<file path="src/rtl/dor_pkg.sv">
package dor_pkg;

    localparam int NPORT = 5;

    // Output port index; the bit position in the one-hot vector equals the value.
    typedef enum logic [2:0] {
        P_WEST  = 3'd0,
        P_EAST  = 3'd1,
        P_SOUTH = 3'd2,
        P_NORTH = 3'd3,
        P_LOCAL = 3'd4
    } port_e;

    function automatic logic [NPORT-1:0] port_onehot(input port_e p);
        logic [NPORT-1:0] v;
        v = '0;
        v[p] = 1'b1;
        return v;
    endfunction

endpackage

</file>
<file path="src/rtl/dor_port_decide.sv">
module dor_port_decide
    import dor_pkg::*;
#(
    parameter int OFS_W = 6
) (
    input  logic signed [OFS_W-1:0] dx,
    input  logic signed [OFS_W-1:0] dy,
    output port_e                   sel
);
    logic x_zero;
    logic y_zero;
    logic x_neg;
    logic y_neg;

    assign x_zero = (dx == '0);
    assign y_zero = (dy == '0);
    assign x_neg  = dx[OFS_W-1];
    assign y_neg  = dy[OFS_W-1];

    // x is settled completely before any y movement
    always_comb begin
        if (!x_zero)      sel = x_neg ? P_WEST : P_EAST;
        else if (!y_zero) sel = y_neg ? P_SOUTH : P_NORTH;
        else              sel = P_LOCAL;
    end
endmodule

</file>
<file path="src/rtl/dor_offset_step.sv">
module dor_offset_step
    import dor_pkg::*;
#(
    parameter int OFS_W = 6
) (
    input  logic signed [OFS_W-1:0] dx,
    input  logic signed [OFS_W-1:0] dy,
    input  port_e                   sel,
    output logic signed [OFS_W-1:0] nx,
    output logic signed [OFS_W-1:0] ny
);
    localparam logic signed [OFS_W-1:0] ONE = OFS_W'(1);

    always_comb begin
        nx = dx;
        ny = dy;
        unique case (sel)
            P_WEST:  nx = dx + ONE;
            P_EAST:  nx = dx - ONE;
            P_SOUTH: ny = dy + ONE;
            P_NORTH: ny = dy - ONE;
            default: ;
        endcase
    end
endmodule

</file>
<file path="src/rtl/dor_out_stage.sv">
module dor_out_stage #(
    parameter int DW = 8
) (
    input  logic          clk,
    input  logic          rst,
    input  logic          up_valid,
    output logic          up_ready,
    input  logic [DW-1:0] up_data,
    output logic          dn_valid,
    input  logic          dn_ready,
    output logic [DW-1:0] dn_data
);
    logic          vld_q;
    logic [DW-1:0] dat_q;

    assign up_ready = !vld_q || dn_ready;
    assign dn_valid = vld_q;
    assign dn_data  = dat_q;

    always_ff @(posedge clk) begin
        if (rst) begin
            vld_q <= 1'b0;
            dat_q <= '0;
        end else if (up_ready) begin
            vld_q <= up_valid;
            if (up_valid) dat_q <= up_data;
        end
    end
endmodule

</file>
<file path="src/rtl/dor_route_select.sv">
module dor_route_select
    import dor_pkg::*;
#(
    parameter int OFS_W = 6,
    parameter int PAY_W = 16
) (
    input  logic                    clk,
    input  logic                    rst,
    input  logic                    in_valid,
    output logic                    in_ready,
    input  logic signed [OFS_W-1:0] in_dx,
    input  logic signed [OFS_W-1:0] in_dy,
    input  logic [PAY_W-1:0]        in_payload,
    output logic                    out_valid,
    input  logic                    out_ready,
    output logic [NPORT-1:0]        out_port,
    output logic signed [OFS_W-1:0] out_dx,
    output logic signed [OFS_W-1:0] out_dy,
    output logic [PAY_W-1:0]        out_payload
);
    localparam int DW = NPORT + 2 * OFS_W + PAY_W;

    typedef struct packed {
        logic [NPORT-1:0]        port;
        logic signed [OFS_W-1:0] dx;
        logic signed [OFS_W-1:0] dy;
        logic [PAY_W-1:0]        pay;
    } route_t;

    port_e                   sel;
    logic signed [OFS_W-1:0] nx;
    logic signed [OFS_W-1:0] ny;
    route_t                  nxt;
    route_t                  cur;
    logic [DW-1:0]           cur_bits;

    dor_port_decide #(.OFS_W(OFS_W)) u_decide (
        .dx (in_dx),
        .dy (in_dy),
        .sel(sel)
    );

    dor_offset_step #(.OFS_W(OFS_W)) u_step (
        .dx (in_dx),
        .dy (in_dy),
        .sel(sel),
        .nx (nx),
        .ny (ny)
    );

    always_comb begin
        nxt.port = port_onehot(sel);
        nxt.dx   = nx;
        nxt.dy   = ny;
        nxt.pay  = in_payload;
    end

    dor_out_stage #(.DW(DW)) u_stage (
        .clk     (clk),
        .rst     (rst),
        .up_valid(in_valid),
        .up_ready(in_ready),
        .up_data (nxt),
        .dn_valid(out_valid),
        .dn_ready(out_ready),
        .dn_data (cur_bits)
    );

    assign cur         = route_t'(cur_bits);
    assign out_port    = out_valid ? cur.port : '0;
    assign out_dx      = cur.dx;
    assign out_dy      = cur.dy;
    assign out_payload = cur.pay;
endmodule

</file>
<file path="config.mk">
export PLATFORM = sky130hd
export DESIGN_NAME = dor_route_select
export DESIGN_NICKNAME = d
export VERILOG_FILES = /design/src/rtl/dor_pkg.sv /design/src/rtl/dor_port_decide.sv /design/src/rtl/dor_offset_step.sv /design/src/rtl/dor_out_stage.sv /design/src/rtl/dor_route_select.sv
export SDC_FILE = /design/constraint.sdc
export NUM_CORES = 1
export LEC_CHECK = 0
export ABC_AREA = 1
export BUFFER_PORTS_ARGS = -buffer_cell sky130_fd_sc_hd__buf_2
export CAP_MARGIN = 10
export CORE_ASPECT_RATIO = 0.9
export CORE_MARGIN = 4
export CORE_UTILIZATION = 50
export DETAILED_ROUTE_END_ITERATION = 7
export GPL_TIMING_DRIVEN = 0
export PLACE_DENSITY = 0.79
export SYNTH_ARGS = -nofsm -noshare
export SYNTH_HDL_FRONTEND = slang
export SYNTH_SLANG_ARGS = --single-unit
</file>
<file path="constraint.sdc">
create_clock -name clk -period 2.04 [get_ports clk]
set_input_delay 0 -clock clk [delete_from_list [all_inputs] [get_ports clk]]
set_output_delay 0 -clock clk [all_outputs]
set_load 0.005 [all_outputs]
</file>
# Word-level counts from Yosys, hierarchy flattened
# Index checks and enable logic that the tools add are counted.
# classes
n_mux	9
n_lt_le_gt_ge	2
n_reduce_logical	7
n_eq_ne	3
addsub	4
# ops
cell	n
case mux 6 bit (2 select lines)	2
adder 6 x 2 -> 6 bit (second input constant)	2
zero test 6 bit	2
subtractor 6 x 2 -> 6 bit (second input constant)	2
equality test 3 x 2 -> 1 bit (second input constant)	2
2-to-1 mux 3 bit	2
2-to-1 mux 5 bit	1
< comparator 3 x 4 -> 1 bit (second input constant)	1
demux 1 bit (select 3 bit)	1
equality test 3 x 1 -> 1 bit (second input constant)	1
greater-or-equal comparator 3 x 1 -> 1 bit (second input constant)	1
zero test 3 bit	1
2-to-1 mux 1 bit	3
AND reduction 2 bit	1
logical AND 1 bit	1
zero test 1 bit	1
logical OR 1 bit	1
# word_totals
regBits	34
input_bits	32
elab_cells	27

# Logic depth before layout (Yosys ltp)
# Gate-level depths: netlist of the first run.
# logic_depth
word_depth	7
ltp_mapped	16
depth_no_buf	16

# By module
# Synthesis of the first run repeated with hierarchy kept, for this count alone.
# unflattened
cells_unflattened	385
area_unflattened_um2	2299.7
# by_module_without_submodules
module	cells_each	area_per_inst_um2	seq_area_each_um2	instances
dor_out_stage	221	1515.2	680.7	1
dor_offset_step	125	629.4	0.0	1
dor_route_select	21	78.8	0.0	1
dor_port_decide	18	76.3	0.0	1

# Worst setup path before layout of the first run
# OpenSTA, ideal clock, no wires.
# synth_timing
path_kind	in2reg
start	input port in_dx[3]
end	register u_stage.dat_q[27], in the netlist u_stage.dn_data[27]
n_path_buf	0
path_slack_ps	548
required_ps	1970
setup_time_ps	70
path_stages	12
arrival_ps	1423
cell_sequence	nor2_2 nand4_1 nand2_1 inv_1 ha_1 a21oi_1 inv_1 a31oi_1 nor2_1 o21ai_0 nand2_1 a21oi_1
# synth_via
elab_chain_len	4
elab_cells_between_ends	7
classes_between	add/sub: 2; eq/ne: 1; mux: 2; reduce/logical: 2
# synth_rtl
element	line_no	text
start, declared	dor_route_select.sv:11	input logic signed [OFS_W-1:0] in_dx,
branches (longest 3 deep; another with subtractor 6 x 2 -> 6 bit)	n/a	
case mux 6 bit (2 select lines) (*)	dor_offset_step.sv:17	unique case (sel)
end signal, assigned	dor_out_stage.sv:26	if (up_valid) dat_q <= up_data;
end, declared	dor_out_stage.sv:14	logic [DW-1:0] dat_q;
# Mark *: on every way between the ends.
# A chain may end at the register's enable or synchronous reset.

# Final worst setup path of the first run
# layout_timing
start	register u_stage.vld_q, in the netlist u_stage.dn_valid
end	register u_stage.dat_q[17], in the netlist u_stage.dn_data[17]
# layout_via
elab_chain_len	3
# layout_rtl
element	line_no	text
start, declared	dor_out_stage.sv:13	logic vld_q;
start signal, assigned	dor_out_stage.sv:25	vld_q <= up_valid;
zero test 1 bit	dor_out_stage.sv:16	assign up_ready = !vld_q || dn_ready;
logical OR 1 bit	dor_out_stage.sv:16	
AND reduction 2 bit (no line)	n/a	
# Every way passes these cells.

==> summary.txt, run 1 <==
Critical path
  – Slowest-stage cell, CP: dfxtp_1
  – R2R depth: 7
  – Top delay family on crit path: simple AND/OR/NAND/NOR gates
  – WP buf/inv: 2
  – Worst Setup Start Kind: register
  – Kind of critical path: reg -> reg
  – Crit path max fanout: 10
  – Stages on worst setup path: 7
  – CP required: 2.21 ns
  – Critical Path Sink Type: register
  – Crit-path cells: nand2_1, nand2_1, inv_1, nand2_1, inv_1, nand2_1, a31oi_1
  – Most used cell along the critical path: nand2_1
  – Crit-path max cell delay: 0.46 ns
  – CP Data Arrival Time: 1.85 ns

Placed design
  – Placed Area: 2342 µm²
  – Port Buf Inserts: 65
  – Post-DP HPWL: 3531 µm
  – GPL Wtd Cong: 0.8602

Global routing
  – Total global routing overflow: 0
  – Largest net degree at the start of global routing: 11
  – Initial antenna violation count: 0
  – First-pass GRT wire length: 7886 µm
  – Overall routing resource usage: 20.49%
  – Vias in the first global route: 1807

Routing
  – Final WL: 4923 µm
  – Vias per cell: 4.814
  – Iteration-0 DRC Markers: 133
  – DRC Markers: 0
  – Average wire per standard cell: 11.72 µm
  – Detailed Routing Iterations Pass 1: 4
  – Total number of vias: 2022
  – Antenna viol nets, final: 0

Worst hold path
  – HP Class: in -> reg
  – Worst Hold Path Cells: 4

Pwr
  – Total chip power: 1.612 mW
  – Maximum vdd drop: 229.0 µV
  – Leakage: 1.423 nW
  – Power density cells: 618.5 nW/µm²

Clock network
  – Max Root-Sink Buffers: 2
  – Clock Latency Late Sink: 0.28 ns
  – Buffer type at the clock tree root: clkbuf_8
  – CTS tree: built
  – Clock transition at path regs: 0.07 ns
  – CTS buffer count: 5
  – Number of buffers inserted by post-CTS setup repair: 0
  – H-tree Lvls: 2
  – Clock sink count: 34

Yosys
  – Sequential fraction of the synthesis area: 34.74%
  – Mean Syn Cell Area: 6.924 µm²
  – Synth cell types: 27
  – Syn_nets: 321
  – Mapped Cells: 283
  – Seq cells post-synth: 34
  – Area of the mapped netlist: 1959 µm²
  – YS warnings: 0

Floorplan
  – Die area: 4985 µm²
  – CORE AREA: 3757 µm²
  – Die W: 73.99 µm
  – Die Span Y: 67.39 µm
  – Top Ports: 67
  – Row count: 21
  – Starting Density: 52.15%

Timing
  – Setup TNS Final: 0 ns
  – Slew @ Worst Pin: 0.5054 ns
  – Worst Skew: 0.002369 ns
  – Period minus WS final: 1.677 ns
  – Fmax: 596.2 MHz
  – Final slew viol count: 0
  – Final setup fails: 0
  – Slew headroom: 66.19%
  – Tcrit/Tclk final: 82.22%
  – Final Hold Vio Count: 0
  – RSZ-0062 raised after global routing: false

Cells and area
  – Final instance area: 2606 µm²
  – Final core occ: 69.36%
  – Share of post-route cells with drive strength above 1: 32.44%
  – Final-layout fill cell count: 323
  – Layout Area Growth over Synthesis: 33.01%
  – Final net count: 410

Run
  – Max-cap violation count: 0

Outcome
  – Status: complete, no violations
## layout make-up
class                      instances  area, µm²  share of cell area, %
antenna                            1      2.502                0.09602
buffer                            36      247.7                  9.506
clock buffer                       7      86.33                  3.313
clock inverter                     1      5.005                 0.1920
inverter                          30      112.6                  4.321
multi-input combinational        183      918.4                  35.24
sequential                        34      680.7                  26.12
tap                               46      57.56                  2.208
timing repair buffer              82      495.5                  19.01
## cell usage after synthesis
master	instances	share of area (%)
nand2_1	53	10
nand3_4	1	0.89
xnor2_1	1	0.45
nor3_1	1	0.26
o21bai_1	1	0.38
nand3b_1	1	0.38
nand3_1	10	2.6
or2_2	2	0.64
buf_4	29	11
inv_1	28	5.4
o21ai_0	24	6.1
a21oi_2	2	0.89
a21oi_1	21	5.4
ha_1	5	3.2
dfxtp_1	34	35
inv_2	2	0.38
nor2_2	3	0.96
a31oi_1	2	0.64
buf_1	1	0.19
buf_2	3	0.77
nor2_1	43	8.2
nor2_8	1	1.0
nand2_2	5	1.6
nand3_2	1	0.51
clkbuf_1	3	0.57
fa_1	1	1.0
nand4_1	5	1.6
## cells in the final DEF, fill, tap and decap left out, drive strengths merged
master       instances
nand3               12
dlygate4sd3         17
dfxtp               34
diode                1
xnor2                1
a21oi               23
o21bai               1
a31oi                2
inv                 30
clkinv               1
clkbuf              10
or2                  2
fa                   1
o21ai               24
nand3b               1
nand2               58
nor2                47
nand4                5
nor3                 1
ha                   5
buf                 98
## cell families after synthesis
group	after synthesis	synth area share [%]
buffers and inverters	66	18.39
DFF	34	34.74
adders and majority gates	6	4.215
xor gates and xnor gates	1	0.4471
AOI/OAI and AO/OA	50	13.41
and+or+nand+nor	126	28.80
## power breakdown
group / internal, mW / switching, mW / leakage, nW
registers: 0.711 / 0.0243 / 0.281
logic: 0.185 / 0.178 / 1.09
clock network: 0.272 / 0.242 / 0.0482
total: 1.17 / 0.444 / 1.42
## tightest hold or removal path, delay by kind of cell
kind / cells / cell delay, ns
AOI/OAI and AO/OA: 1 / 0.05
buffers and inverters: 2 / 0.15
and+or+nand+nor: 1 / 0.06
## layer usage
metal / GRT usage, % / part of all wire (%)
met1: 25.93 / 44
met2: 33.96 / 47
met3: 5.506 / 8.0
met4: 6.335 / 0.93
met5: 0 / 0
## metrics by stage
step	worst slack [ns]	std cells	hold WS, ns
after floorplan	0.5477	283	0.1016
after global placement	0.2187	394	0.2515
after detailed placement	0.2020	394	0.2580
after CTS	0.3594	419	0.02213
after global routing	0.1812	419	0.02172
final	0.3627	420	0.02513
## flip-flops by register name, summed over array words and instances, names as in the netlist
register and flops:
u_stage.dn_data 33, u_stage.dn_valid 1
## path summary, 6_finish.rpt
| path | from | to | slack (ns) |
|---|---|---|---|
| worst min-delay path | in_dx[0] | u_stage.dn_data[22]$_SDFFE_PP0P_ | 0.03 |
| worst max register to register | u_stage.dn_valid$_SDFFE_PP0N_ | u_stage.dn_data[17]$_SDFFE_PP0P_ | 0.36 |
| worst min register to register | u_stage.dn_data[30]$_SDFFE_PP0P_ | u_stage.dn_data[30]$_SDFFE_PP0P_ | 0.47 |
| worst max-delay path | u_stage.dn_valid$_SDFFE_PP0N_ | u_stage.dn_data[17]$_SDFFE_PP0P_ | 0.36 |
## repair_timing
item,in CTS,in global routing
hold buffers,17,0
resized for setup,0,0
hold endpoints to repair,21,0
Power figures use the tool's default switching activity.
==> inputs of run 2 (changes only) <==
--- a/config.mk
+++ b/config.mk
@@ -5,15 +5,15 @@
 export SDC_FILE = /design/constraint.sdc
 export NUM_CORES = 1
 export LEC_CHECK = 0
-export ABC_AREA = 1
+export ABC_AREA = 0
 export BUFFER_PORTS_ARGS = -buffer_cell sky130_fd_sc_hd__buf_2
 export CAP_MARGIN = 10
 export CORE_ASPECT_RATIO = 0.9
 export CORE_MARGIN = 4
-export CORE_UTILIZATION = 50
+export CORE_UTILIZATION = 45
 export DETAILED_ROUTE_END_ITERATION = 7
 export GPL_TIMING_DRIVEN = 0
-export PLACE_DENSITY = 0.79
+export PLACE_DENSITY = 0.75
 export SYNTH_ARGS = -nofsm -noshare
 export SYNTH_HDL_FRONTEND = slang
 export SYNTH_SLANG_ARGS = --single-unit
==> constraint.sdc (replaced) <==
create_clock -name clk -period 1.5 [get_ports clk]
set_input_delay 0 -clock clk [delete_from_list [all_inputs] [get_ports clk]]
set_output_delay 0 -clock clk [all_outputs]
set_load 0.005 [all_outputs]
==> run 2 against run 1 <==
Compared with the run above:
- the flow now finishes with violations (negative setup slack)
- area after synthesis decreased by 2.7%
- combinational power grew 58%
- largest power group unchanged
- count of clock-buffer cells in the layout fell by 1
- critical path type is now in -> reg
- largest cell class unchanged
- flip-flop and latch count unchanged
- register-to-register slack worse by 0.25 ns
- critical endpoint is now u_stage.dn_data[20]$_SDFFE_PP0P_
==> summary.txt, run 2 <==
Yosys
  – Ys async rst share: 0% (unchanged)
  – Multiplexer share of the synthesized area: 0.5909% (+0.59 points)
  – Sequential fraction of the synthesis area: 35.72% (+0.98 points)
  – Largest family of logic cells by synthesized area: simple AND/OR/NAND/NOR gates
  – Mean Syn Cell Area: 8.007 µm² (+16%)
  – Post-synthesis adder-cell area fraction: 4.334% (+0.12 points)
  – Top cells by area, synth: dfxtp_1, buf_4, nand2_1
  – Count leader, synth: nand2_1
  – Yosys top cell area share: 35.72% (+0.98 points)
  – Synth cell types: 43 (+59%)
  – YS warnings: 0 (unchanged)
  – Simple-gate share of the synthesized area: 22.13% (-6.7 points)
  – Number of synthesized flops with an enable pin: 0 (unchanged)
  – Top_reg_cell synth: dfxtp_1
  – Seq cells post-synth: 34 (unchanged)
  – XOR/XNOR Fraction of Synth Area: 2.758% (+2.3 points)
  – Cell taking the most area after synthesis: dfxtp_1
  – Mapped Cells: 238 (-16%)
  – Compound-gate portion of the synthesized area: 17.66% (+4.3 points)
  – Area of the mapped netlist: 1906 µm² (-2.7%)
  – Post-synth top cells: nand2_1, dfxtp_1, a21oi_1, buf_4, nor2_1
  – Syn_nets: 276 (-14%)

Clock network
  – H-tree Lvls: 2 (unchanged)
  – Clock sink count: 34 (unchanged)
  – Clock Latency Late Sink: 0.29 ns (about the same)
  – CTS tree: built
  – CTS buffer count: 5 (unchanged)
  – Buffer type at the clock tree root: clkbuf_8
  – Clock transition at path regs: 0.07 ns (about the same)
  – Max Root-Sink Buffers: 2 (unchanged)

Routing
  – Average wire per standard cell: 13.80 µm (+18%)
  – Detailed Routing Iterations Pass 1: 4 (unchanged)
  – Antenna viol nets, final: 0 (unchanged)
  – DRC Markers: 0 (unchanged)
  – Iteration-0 DRC Markers: 68 (-49%)
  – Final WL: 5382 µm (+9.3%)
  – Total number of vias: 1969 (-2.6%)
  – Vias per cell: 5.049 (+4.9%)

Floorplan
  – Top Ports: 67 (unchanged)
  – Die area: 5341 µm² (+7.1%)
  – Starting Density: 46.78% (-5.4 points)
  – CORE AREA: 4074 µm² (+8.4%)
  – Row count: 22 (+4.8%)
  – Die Span Y: 69.74 µm (+3.5%)
  – Die W: 76.60 µm (+3.5%)

Critical path
  – Crit path max fanout: 4 (-6)
  – Slowest-stage cell, CP: or4_4
  – Worst Setup Start Kind: input pin
  – WP buf/inv: 1 (-1)
  – Crit-path max cell delay: 0.54 ns (+0.08 ns)
  – CP required: 1.68 ns (-0.53 ns)
  – Top delay family on crit path: simple AND/OR/NAND/NOR gates
  – Kind of critical path: in -> reg
  – Critical Path Sink Type: register
  – Crit-path cells: buf_6, or4_4, or3_4, a21oi_4, nand2_2, xnor2_2, ha_2, o31a_1, a31oi_1, o2111a_1, nor3_1
  – CP Data Arrival Time: 2.29 ns (+0.44 ns)

Timing
  – Final setup fails: 10 (+10)
  – Final slew viol count: 0 (unchanged)
  – Final Hold Vio Count: 0 (unchanged)
  – Slew @ Worst Pin: 0.7806 ns (+0.2753 ns)
  – RSZ-0062 raised after global routing: true
  – Setup ws final: -0.6099 ns (-0.9727 ns)
  – Period minus WS final: 2.110 ns
  – Slew headroom: 47.77% (-18 points)
  – Tcrit/Tclk final: 140.7%
  – Worst Skew: 0.008733 ns (+0.006365 ns)
  – Fmax: 473.9 MHz

Pwr
  – Maximum vdd drop: 484.8 µV (+110%)
  – Total chip power: 2.425 mW (+50%)
  – Leakage: 1.364 nW (-4.1%)
  – Power density cells: 841.9 nW/µm² (+36%)

Cells and area
  – Final net count: 380 (-7.3%)
  – Layout Cells excl Fill: 390 (-7.1%)
  – Number of flip-flops in the largest register: 33 (unchanged)
  – Leading cell type in the layout, fill and taps excluded: buf_2
  – Most frequent cells in the layout: buf_2, nand2_1, buf_4
  – Antenna Cells: 0 (-1)
  – Share of post-route cells with drive strength above 1: 44.15% (+12 points)
  – Layout Area Growth over Synthesis: 51.15%

Global routing
  – Total global routing overflow: 0 (unchanged)
  – First-pass GRT wire length: 8342 µm (+5.8%)
  – Initial antenna violation count: 0 (unchanged)
  – Largest net degree at the start of global routing: 18 (+7)
  – Vias in the first global route: 1827 (+1.1%)
  – Overall routing resource usage: 19.30% (-1.2 points)

Placed design
  – GPL Wtd Cong: 0.8895 (+3.4%)
  – Post-Place Cells: 350 (-11%)
  – Setup WS pre-CTS: -1.031 ns (-1.233 ns)
  – Port Buf Inserts: 64 (-1.5%)
  – Post-DP HPWL: 3256 µm (-7.8%)

Outcome
  – Failing checks: negative setup slack
  – Status: complete, but fails checks

Run
  – Max-cap violation count: 0 (unchanged)

Worst hold path
  – HP Class: in -> reg
==> run 2: cell types whose count changed after synthesis, moves of 4 or more <==
cell     previous run  this run
o21ai_0            24         2
nand4_1             5         0
nand2_2             5         0
nand3_1            10         6
and2_1              0         6
nor3_1              1         7
nor2_1             43        19
nand2_1            53        42
a21oi_1            21        29
inv_1              28         6
==> run 2: kinds of logic after synthesis <==
family | after synthesis
compound gates | 52
xor+xnor | 6
fa+ha+maj | 6
buf+inv | 47
flops | 34
mux | 1
simple gates | 92
==> run 2: through the flow <==
| stage | utilization [%] | setup TNS, ns | area [µm²] | hold slack, ns |
|---|---|---|---|---|
| 6_report | 70.70 | -4.112 | 2880 | 0.04607 |
| 5_1_grt | 70.70 | -4.877 | 2880 | 0.07060 |
| 4_1_cts | 68.64 | -3.299 | 2796 | 0.03720 |
| 3_5_place_dp | 56.45 | -12.93 | 2300 | 0.2205 |
| 3_3_place_gp | 56.45 | -12.10 | 2300 | 0.2177 |
| 2_1_floorplan | - | -4.207 | 1919 | 0.1295 |
==> run 2: worst register-to-register path: stages, from the launching register on <==
cell	delay, ns
dfxtp_2	0.36
nand2b_1	0.17
nand2_1	0.10
clkbuf_4	0.21
clkbuf_4	0.21
a32oi_1	0.16
nor2_1	0.06
==> run 2: metal layers <==
metal	routed length, µm	up-vias	track usage (%)
met2	2509	84	32.78
met1	2286	876	23.09
met4	186	0	5.835
met5	0	-	0
li1	-	990	-
met3	400	19	6.364
==> run 2: timing repair <==
item | 4_1_cts | 5_1_grt
setup buffers | 10 | 7
setup endpoints to repair | 29 | 28
hold buffers | 18 | 0
cloned | 0 | 0
pin swaps | 16 | 16
endpoints found under the hold margin | 20 | 0
gates resized for setup | 32 | 10
==> run 2: worst paths after layout <==
| check | startpoint | slack [ns] | cells past startpoint | end |
|---|---|---|---|---|
| max | in_dx[1] | -0.61 | 11 | u_stage.dn_data[20]$_SDFFE_PP0P_ |
| min | in_dx[0] | 0.05 | 4 | u_stage.dn_data[22]$_SDFFE_PP0P_ |
| max reg2reg | u_stage.dn_valid$_SDFFE_PP0N_ | 0.11 | 6 | u_stage.dn_data[26]$_SDFFE_PP0P_ |
| min reg2reg | u_stage.dn_data[29]$_SDFFE_PP0P_ | 0.45 | 2 | u_stage.dn_data[29]$_SDFFE_PP0P_ |
==> run 2: power breakdown <==
group          switching (mW)  internal (mW)
logic                   0.257          0.316
registers              0.0304          0.959
clock network           0.331          0.531
==> run 2: final cells by class <==
cell class / count / area (µm²)
flip-flops and latches: 34 / 681.9
clock buffers: 6 / 82.58
clock inverters: 1 / 30.03
inverters: 6 / 22.52
well taps: 48 / 60.06
multi-input cells: 157 / 1018
fillers: 312 / 1194
repair buffers: 98 / 671.9
plain buffers: 40 / 312.8
